<file path="config.mk">
export PLATFORM = sky130hd
export DESIGN_NAME = wtc_channel
export DESIGN_NICKNAME = d
export VERILOG_FILES = /design/src/rtl/wtc_pkg.sv /design/src/rtl/wtc_clk_sel.sv /design/src/rtl/wtc_counter.sv /design/src/rtl/wtc_regs.sv /design/src/rtl/wtc_channel.sv
export SDC_FILE = /design/constraint.sdc
export NUM_CORES = 1
export LEC_CHECK = 0
export ABC_AREA = 0
export BUFFER_PORTS_ARGS = -buffer_cell sky130_fd_sc_hd__clkbuf_2
export CORE_AREA = 4 4 174 176
export DETAILED_ROUTE_END_ITERATION = 16
export DIE_AREA = 0 0 178 180
export PLACE_DENSITY = 0.48
export SYNTH_ARGS = -nofsm -noshare
export SYNTH_HDL_FRONTEND = slang
export SYNTH_SLANG_ARGS = --single-unit
</file>
<file path="constraint.sdc">
create_clock -name clk_i -period 7.6 [get_ports clk_i]
set_input_delay 0.76 -clock clk_i [delete_from_list [all_inputs] [get_ports clk_i]]
set_output_delay 0.76 -clock clk_i [all_outputs]
set_load 0.01 [all_outputs]
</file>
<file path="src/rtl/wtc_pkg.sv">
package wtc_pkg;
  localparam int DATA_W  = 32;
  localparam int ADDR_W  = 3;
  localparam int NUM_EXT = 3;
  localparam int SYNC_N  = NUM_EXT + 1;
  localparam int PRESC_W = 7;
  localparam int FLAG_W  = 3;

  typedef enum logic [ADDR_W-1:0] {
    A_CTRL  = 3'd0,
    A_MODE  = 3'd1,
    A_RA    = 3'd2,
    A_RC    = 3'd3,
    A_IEN   = 3'd4,
    A_IDIS  = 3'd5,
    A_IMASK = 3'd6,
    A_STAT  = 3'd7
  } addr_e;

  typedef struct packed {
    logic       rc_mode;
    logic [1:0] burst;
    logic       inv;
    logic [2:0] src;
  } mode_t;
endpackage

</file>
<file path="src/rtl/wtc_clk_sel.sv">
module wtc_clk_sel
  import wtc_pkg::*;
#(
  parameter int MIN_GAP = 2
) (
  input  logic               clk_i,
  input  logic               rst_ni,
  input  logic               slow_clk_i,
  input  logic [NUM_EXT-1:0] ext_clk_i,
  input  logic [2:0]         src_i,
  input  logic               inv_i,
  input  logic [1:0]         burst_i,
  input  logic               run_i,
  output logic               tick_o
);
  localparam int GAP_W = $clog2(MIN_GAP + 1);

  logic [SYNC_N-1:0]  raw;
  logic [SYNC_N-1:0]  sync;
  logic [PRESC_W-1:0] presc;
  logic               lvl, lvl_q, edge_hit, gate;
  logic [GAP_W-1:0]   gap_q;
  logic               unused_presc;

  assign raw = {slow_clk_i, ext_clk_i};

  for (genvar i = 0; i < SYNC_N; i++) begin : g_sync
    logic s1_q, s2_q;
    always_ff @(posedge clk_i or negedge rst_ni) begin
      if (!rst_ni) begin
        s1_q <= 1'b0;
        s2_q <= 1'b0;
      end else begin
        s1_q <= raw[i];
        s2_q <= s1_q;
      end
    end
    assign sync[i] = s2_q;
  end

  always_ff @(posedge clk_i or negedge rst_ni) begin
    if (!rst_ni) presc <= '0;
    else         presc <= presc + 1'b1;
  end

  assign unused_presc = ^{presc[1], presc[3], presc[5]};

  always_comb begin
    case (src_i)
      3'd0:    lvl = presc[0];
      3'd1:    lvl = presc[2];
      3'd2:    lvl = presc[4];
      3'd3:    lvl = presc[6];
      3'd4:    lvl = sync[NUM_EXT];
      3'd5:    lvl = sync[0];
      3'd6:    lvl = sync[1];
      default: lvl = sync[2];
    endcase
  end

  always_ff @(posedge clk_i or negedge rst_ni) begin
    if (!rst_ni) lvl_q <= 1'b0;
    else         lvl_q <= lvl;
  end

  assign edge_hit = inv_i ? (lvl_q & ~lvl) : (~lvl_q & lvl);
  assign gate     = (burst_i == 2'd0) ? 1'b1 : sync[burst_i - 2'd1];
  assign tick_o   = edge_hit & gate & run_i & (gap_q == '0);

  always_ff @(posedge clk_i or negedge rst_ni) begin
    if (!rst_ni)             gap_q <= '0;
    else if (tick_o)         gap_q <= GAP_W'(MIN_GAP - 1);
    else if (gap_q != '0)    gap_q <= gap_q - 1'b1;
  end
endmodule

</file>
<file path="src/rtl/wtc_counter.sv">
module wtc_counter #(
  parameter int CNT_W = 32
) (
  input  logic             clk_i,
  input  logic             rst_ni,
  input  logic             tick_i,
  input  logic             trig_req_i,
  input  logic             mode_wr_i,
  input  logic             rc_mode_i,
  input  logic [CNT_W-1:0] ra_i,
  input  logic [CNT_W-1:0] rc_i,
  output logic [CNT_W-1:0] cnt_o,
  output logic             trig_pend_o,
  output logic             tioa_o,
  output logic             ev_ovf_o,
  output logic             ev_ra_o,
  output logic             ev_rc_o
);
  logic [CNT_W-1:0] cnt_q, nxt;
  logic             wrap, trig_q, tioa_q;

  assign wrap = rc_mode_i && (cnt_q == rc_i);

  always_comb begin
    if (trig_q || wrap) nxt = '0;
    else                nxt = cnt_q + 1'b1;
  end

  assign ev_ovf_o = tick_i & ~trig_q & ~wrap & (&cnt_q);
  assign ev_ra_o  = tick_i & (nxt == ra_i);
  assign ev_rc_o  = tick_i & (nxt == rc_i);

  always_ff @(posedge clk_i or negedge rst_ni) begin
    if (!rst_ni) begin
      cnt_q  <= '0;
      trig_q <= 1'b0;
      tioa_q <= 1'b0;
    end else begin
      if (tick_i) cnt_q <= nxt;
      // a request in the same cycle as an edge applies to the following edge
      if (trig_req_i)  trig_q <= 1'b1;
      else if (tick_i) trig_q <= 1'b0;
      if (tick_i) begin
        if (nxt == rc_i)      tioa_q <= 1'b0;
        else if (nxt == ra_i) tioa_q <= 1'b1;
      end else if (mode_wr_i) begin
        tioa_q <= 1'b0;
      end
    end
  end

  assign cnt_o       = cnt_q;
  assign trig_pend_o = trig_q;
  assign tioa_o      = tioa_q;
endmodule

</file>
<file path="src/rtl/wtc_regs.sv">
module wtc_regs
  import wtc_pkg::*;
#(
  parameter int CNT_W = 32
) (
  input  logic              clk_i,
  input  logic              rst_ni,
  input  logic              we_i,
  input  logic              re_i,
  input  logic [ADDR_W-1:0] addr_i,
  input  logic [DATA_W-1:0] wdata_i,
  input  logic [CNT_W-1:0]  cnt_i,
  input  logic              ev_ovf_i,
  input  logic              ev_ra_i,
  input  logic              ev_rc_i,
  output mode_t             mode_o,
  output logic [CNT_W-1:0]  ra_o,
  output logic [CNT_W-1:0]  rc_o,
  output logic              run_o,
  output logic              trig_req_o,
  output logic              mode_wr_o,
  output logic [FLAG_W-1:0] flags_o,
  output logic [DATA_W-1:0] rdata_o,
  output logic              irq_o
);
  mode_t             mode_q;
  logic [CNT_W-1:0]  ra_q, rc_q;
  logic [FLAG_W-1:0] imr_q, flags_q;
  logic              run_q, stat_rd;
  addr_e             addr;

  assign addr       = addr_e'(addr_i);
  assign stat_rd    = re_i && (addr == A_STAT);
  assign mode_wr_o  = we_i && (addr == A_MODE);
  assign trig_req_o = we_i && (addr == A_CTRL) &&
                      ((wdata_i[0] && !wdata_i[1]) || wdata_i[2]);

  always_ff @(posedge clk_i or negedge rst_ni) begin
    if (!rst_ni) begin
      mode_q  <= '0;
      ra_q    <= '0;
      rc_q    <= '0;
      imr_q   <= '0;
      run_q   <= 1'b0;
      flags_q <= '0;
    end else begin
      if (we_i) begin
        case (addr)
          A_CTRL: begin
            if (wdata_i[1])      run_q <= 1'b0;
            else if (wdata_i[0]) run_q <= 1'b1;
          end
          A_MODE: begin
            mode_q <= mode_t'(wdata_i[$bits(mode_t)-1:0]);
            run_q  <= 1'b0;
            imr_q  <= '0;
          end
          A_RA:   ra_q  <= wdata_i[CNT_W-1:0];
          A_RC:   rc_q  <= wdata_i[CNT_W-1:0];
          A_IEN:  imr_q <= imr_q | wdata_i[FLAG_W-1:0];
          A_IDIS: imr_q <= imr_q & ~wdata_i[FLAG_W-1:0];
          default: ;
        endcase
      end
      flags_q <= (stat_rd ? '0 : flags_q) | {ev_rc_i, ev_ra_i, ev_ovf_i};
    end
  end

  always_comb begin
    case (addr)
      A_CTRL:  rdata_o = DATA_W'(cnt_i);
      A_MODE:  rdata_o = DATA_W'(mode_q);
      A_RA:    rdata_o = DATA_W'(ra_q);
      A_RC:    rdata_o = DATA_W'(rc_q);
      A_IMASK: rdata_o = DATA_W'(imr_q);
      A_STAT:  rdata_o = DATA_W'({run_q, flags_q});
      default: rdata_o = '0;
    endcase
  end

  assign irq_o   = |(flags_q & imr_q);
  assign mode_o  = mode_q;
  assign ra_o    = ra_q;
  assign rc_o    = rc_q;
  assign run_o   = run_q;
  assign flags_o = flags_q;
endmodule

</file>
<file path="src/rtl/wtc_channel.sv">
module wtc_channel
  import wtc_pkg::*;
#(
  parameter int CNT_W   = 32,
  parameter int MIN_GAP = 2
) (
  input  logic               clk_i,
  input  logic               rst_ni,
  input  logic               reg_we_i,
  input  logic               reg_re_i,
  input  logic [2:0]         reg_addr_i,
  input  logic [31:0]        reg_wdata_i,
  output logic [31:0]        reg_rdata_o,
  input  logic               slow_clk_i,
  input  logic [2:0]         ext_clk_i,
  output logic               tioa_o,
  output logic               irq_o
);
  mode_t             mode;
  logic [CNT_W-1:0]  cnt, ra, rc;
  logic              tick, running, trig_req, trig_pend, mode_wr;
  logic              ev_ovf, ev_ra, ev_rc;
  logic [FLAG_W-1:0] flags;

  wtc_clk_sel #(.MIN_GAP(MIN_GAP)) u_clk_sel (
    .clk_i, .rst_ni, .slow_clk_i, .ext_clk_i,
    .src_i(mode.src), .inv_i(mode.inv), .burst_i(mode.burst),
    .run_i(running), .tick_o(tick)
  );

  wtc_counter #(.CNT_W(CNT_W)) u_counter (
    .clk_i, .rst_ni, .tick_i(tick), .trig_req_i(trig_req), .mode_wr_i(mode_wr),
    .rc_mode_i(mode.rc_mode), .ra_i(ra), .rc_i(rc), .cnt_o(cnt),
    .trig_pend_o(trig_pend), .tioa_o, .ev_ovf_o(ev_ovf), .ev_ra_o(ev_ra),
    .ev_rc_o(ev_rc)
  );

  wtc_regs #(.CNT_W(CNT_W)) u_regs (
    .clk_i, .rst_ni, .we_i(reg_we_i), .re_i(reg_re_i), .addr_i(reg_addr_i),
    .wdata_i(reg_wdata_i), .cnt_i(cnt), .ev_ovf_i(ev_ovf), .ev_ra_i(ev_ra),
    .ev_rc_i(ev_rc), .mode_o(mode), .ra_o(ra), .rc_o(rc), .run_o(running),
    .trig_req_o(trig_req), .mode_wr_o(mode_wr), .flags_o(flags),
    .rdata_o(reg_rdata_o), .irq_o
  );
endmodule

</file>
==> flow_summary.toml <==
[final_layout]
stdcell_count = 1360
final_nets = 1010
layout-drive-gt1-share = 0.216
antenna_cells = 0
layout.cell_area.non_filler_mm2 = 0.00978
area_growth_pct = 15.3

[placed_design]
gp_congestion = 0.951
port_buffers = 76
placed_area_mm2 = 0.00917
pre_cts_ws_ps = 3130
dp.cells = 1328
dpl.hpwl_um = 23600

[global_routing]
grt-ovfl-total = 0
grt.total_usage = 0.201
grt_pass1_wl_um = 49100
grt_pass1_vias = 7712
grt_antenna_before_repair = 1
grt_start_max_net_pins = 67

[logic_synthesis]
synth_area_leaders = "dfrtp_1, mux2_2, xnor2_1"
netlist_area_mm2 = 0.00848
synth_common_cells = "dfrtp_1, nor2_1, mux2_2"
syn_avg_cell_area_um2 = 9.20
yosys.area.top_type = "dfrtp_1"
async_flop_share = 1.00
syn_inst = 922
synth_most_common_cell = "dfrtp_1"
ys_seq_area_frac = 0.384
synth_seq_cells = 130
synth_top_area_share = 0.384
synth_cell_types = 64
ys.flop_type = "dfrtp_1"
ys.warnings.count = 0
syn-num-nets = 969
synth_edf_count = 0

[sta]
period_share = 0.604
hold_viol_final = 0
hold_slack_ps = 311
rsz0062_at_grt = "no"
maxSlewHeadroom = 0.217
finClkSkew_ps = 15.6
setup_tns_ps = 0
slew_viol_final = 0
final-setup-viol-count = 0
tightest_slew_ps = 1170
fmax_mhz = 218
setup_ws_ps = 3010
finalCriticalPeriod_ps = 4590

[worst_setup_path]
arrival_ps = 4900
slowest_delay_ps = 850
start_kind = "flip-flop"
crit_top_cell = "nand4_1"
end_kind = "flip-flop"
required_ps = 7910
crit_fanout = 14
cp_slowest_cell = "nor4_2"
timing.critical_path.buf_inv = 0
path_cells = "ha_1 -> nand4_1 -> nor4_2 -> nand4_1 -> xor2_1 -> nor3_1 -> a2111oi_0 -> nand4_1 -> or4_1 -> and3_1"
crit_type = "reg2reg"
cp_top_family = "simple AND/OR/NAND/NOR gates"

[detailed_routing]
drcViolationCount = 0
drt_iter0_markers = 857
drt-total-wl_um = 31800
drtAntennaViolNets = 0
avgRoutedWirePerCell_um = 23.4
vias_per_cell = 5.72
vias = 7781
drt_first_pass_iters = 6

[power]
powerDensity_mw_per_mm2 = 250
leakagePower_nw = 3.87
p_int_mw = 1.55
p_seq_frac = 0.416
power_frac_comb = 0.231
max-vdd-ir-drop_mv = 0.158
power_switching_mw = 0.893
clockPowerShare = 0.353
switching_share = 0.365

[floorplanning]
num_rows = 62
coreArea_mm2 = 0.0286
fp.dieW_um = 178
die-area_mm2 = 0.0320
fp.dieH_um = 180
start_util = 0.296
ioPinCount = 77

[cts]
hold_buffers = 0
root_buffer = "clkbuf_16"
cts_buffers = 17
htreeDepth = 4
clkLatencyLatePin_ps = 430
cts_num_sinks = 130
postCtsSetupRepairBufs = 0
cts_tree = "yes"
clk_pin_slew_ps = 70
cts_buffer_depth = 2
cts_resized = 0

[worst_hold_path]
min_path_type = "in2async"

[run_status]
outcome = "finished, final reports clean"

[flow_run]
maxCapViolCount = 0
kinds of logic after synthesis:
logic type | synth area share
flops | 0.384
buf+inv | 0.0416
fa+ha+maj | 0.00590
xor+xnor | 0.0723
compound gates | 0.145
simple gates | 0.200
mux | 0.152
sequential cells by signal, indices dropped and copies added, names as in the netlist:
signal and cells:
u_regs.rc_o 32, u_regs.flags_o 3, u_counter.trig_pend_o 1, u_clk_sel.lvl_q 1, u_regs.run_o 1, u_regs.ra_o 32
u_regs.imr_q 3, u_clk_sel.presc 7, u_regs.mode_o 7, u_counter.cnt_o 32, u_counter.tioa_o 1, u_clk_sel.g_sync.s1_q 4
u_clk_sel.g_sync.s2_q 4, u_clk_sel.gap_q 2
layout make-up:
| cell class | instances | area [um^2] |
|---|---|---|
| repair buffers | 88 | 477 |
| fillers | 2942 | 18800 |
| flip-flops and latches | 130 | 3250 |
| clock buffers | 18 | 439 |
| clock inverters | 14 | 165 |
| inverters | 20 | 75.1 |
| well taps | 384 | 480 |
| multi-input cells | 706 | 4890 |
power groups by stage:
stage	Clock, mW	Combinational (mW)	Sequential (mW)
6_report	0.863	0.564	1.02
5_1_grt	0.909	0.615	1.03
4_1_cts	0.877	0.564	1.01
3_5_place_dp	0	0.561	1.02
3_3_place_gp	0	0.561	1.02
2_1_floorplan	0	0.409	0.902
through the flow:
step | utilization | power [mW]
after global placement | 0.320 | 1.58
after floorplan | - | 1.31
final | 0.342 | 2.44
after CTS | 0.342 | 2.45
after global routing | 0.342 | 2.55
after detailed placement | 0.320 | 1.58
placed cells by master (no fill, tap or decap), types with 5 or more instances in the layout:
| master | n |
|---|---|
| o31ai_1 | 17 |
| mux2i_1 | 31 |
| inv_6 | 7 |
| nor4_1 | 21 |
| nor2_1 | 78 |
| clkbuf_2 | 75 |
| nor3_1 | 16 |
| a21oi_1 | 57 |
| a31oi_1 | 10 |
| nor2b_1 | 11 |
| and2_1 | 11 |
| o221ai_1 | 6 |
| clkbuf_16 | 17 |
| inv_1 | 20 |
| xnor2_1 | 51 |
| nand2b_1 | 14 |
| a221oi_1 | 5 |
| o22ai_1 | 16 |
| nand3_1 | 33 |
| nand2_1 | 66 |
| buf_4 | 12 |
| dfrtp_1 | 130 |
| xor2_1 | 19 |
| and3_1 | 11 |
| or4_1 | 9 |
| mux4_2 | 7 |
| o21ai_0 | 49 |
| nand4_1 | 29 |
| mux2_2 | 73 |
worst register-to-register path, cell delays in order, from the launching register on:
cell	delay (ps)
dfrtp_1	620
ha_1	350
nand4_1	310
nor4_2	850
nand4_1	220
xor2_1	560
nor3_1	90
a2111oi_0	570
nand4_1	180
or4_1	570
and3_1	170
per-layer routing:
| metal | routed length, um | GRT usage | vias to the layer above |
|---|---|---|---|
| li1 | - | - | 3475 |
| met1 | 14000 | 0.280 | 3872 |
| met2 | 14400 | 0.303 | 358 |
| met3 | 2260 | 0.0435 | 74 |
| met4 | 1080 | 0.0780 | 2 |
| met5 | 20 | 0 | - |
path summary, 6_finish.rpt:
check                           slack [ps]  cells after the start                      from                        to
max in group asynchronous             5930                      2                    rst_ni           u_regs.ra_o[15]
worst max register to register        3010                     10        u_counter.cnt_o[0]          u_counter.tioa_o
worst max-delay path                  3010                     10        u_counter.cnt_o[0]          u_counter.tioa_o
worst min register to register         350                      0  u_clk_sel.g_sync[3].s1_q  u_clk_sel.g_sync[3].s2_q
worst min-delay path                   310                      1                    rst_ni        u_clk_sel.presc[5]
min in group clk_i                     350                      0  u_clk_sel.g_sync[3].s1_q  u_clk_sel.g_sync[3].s2_q
(Power assumes the default switching activity.)
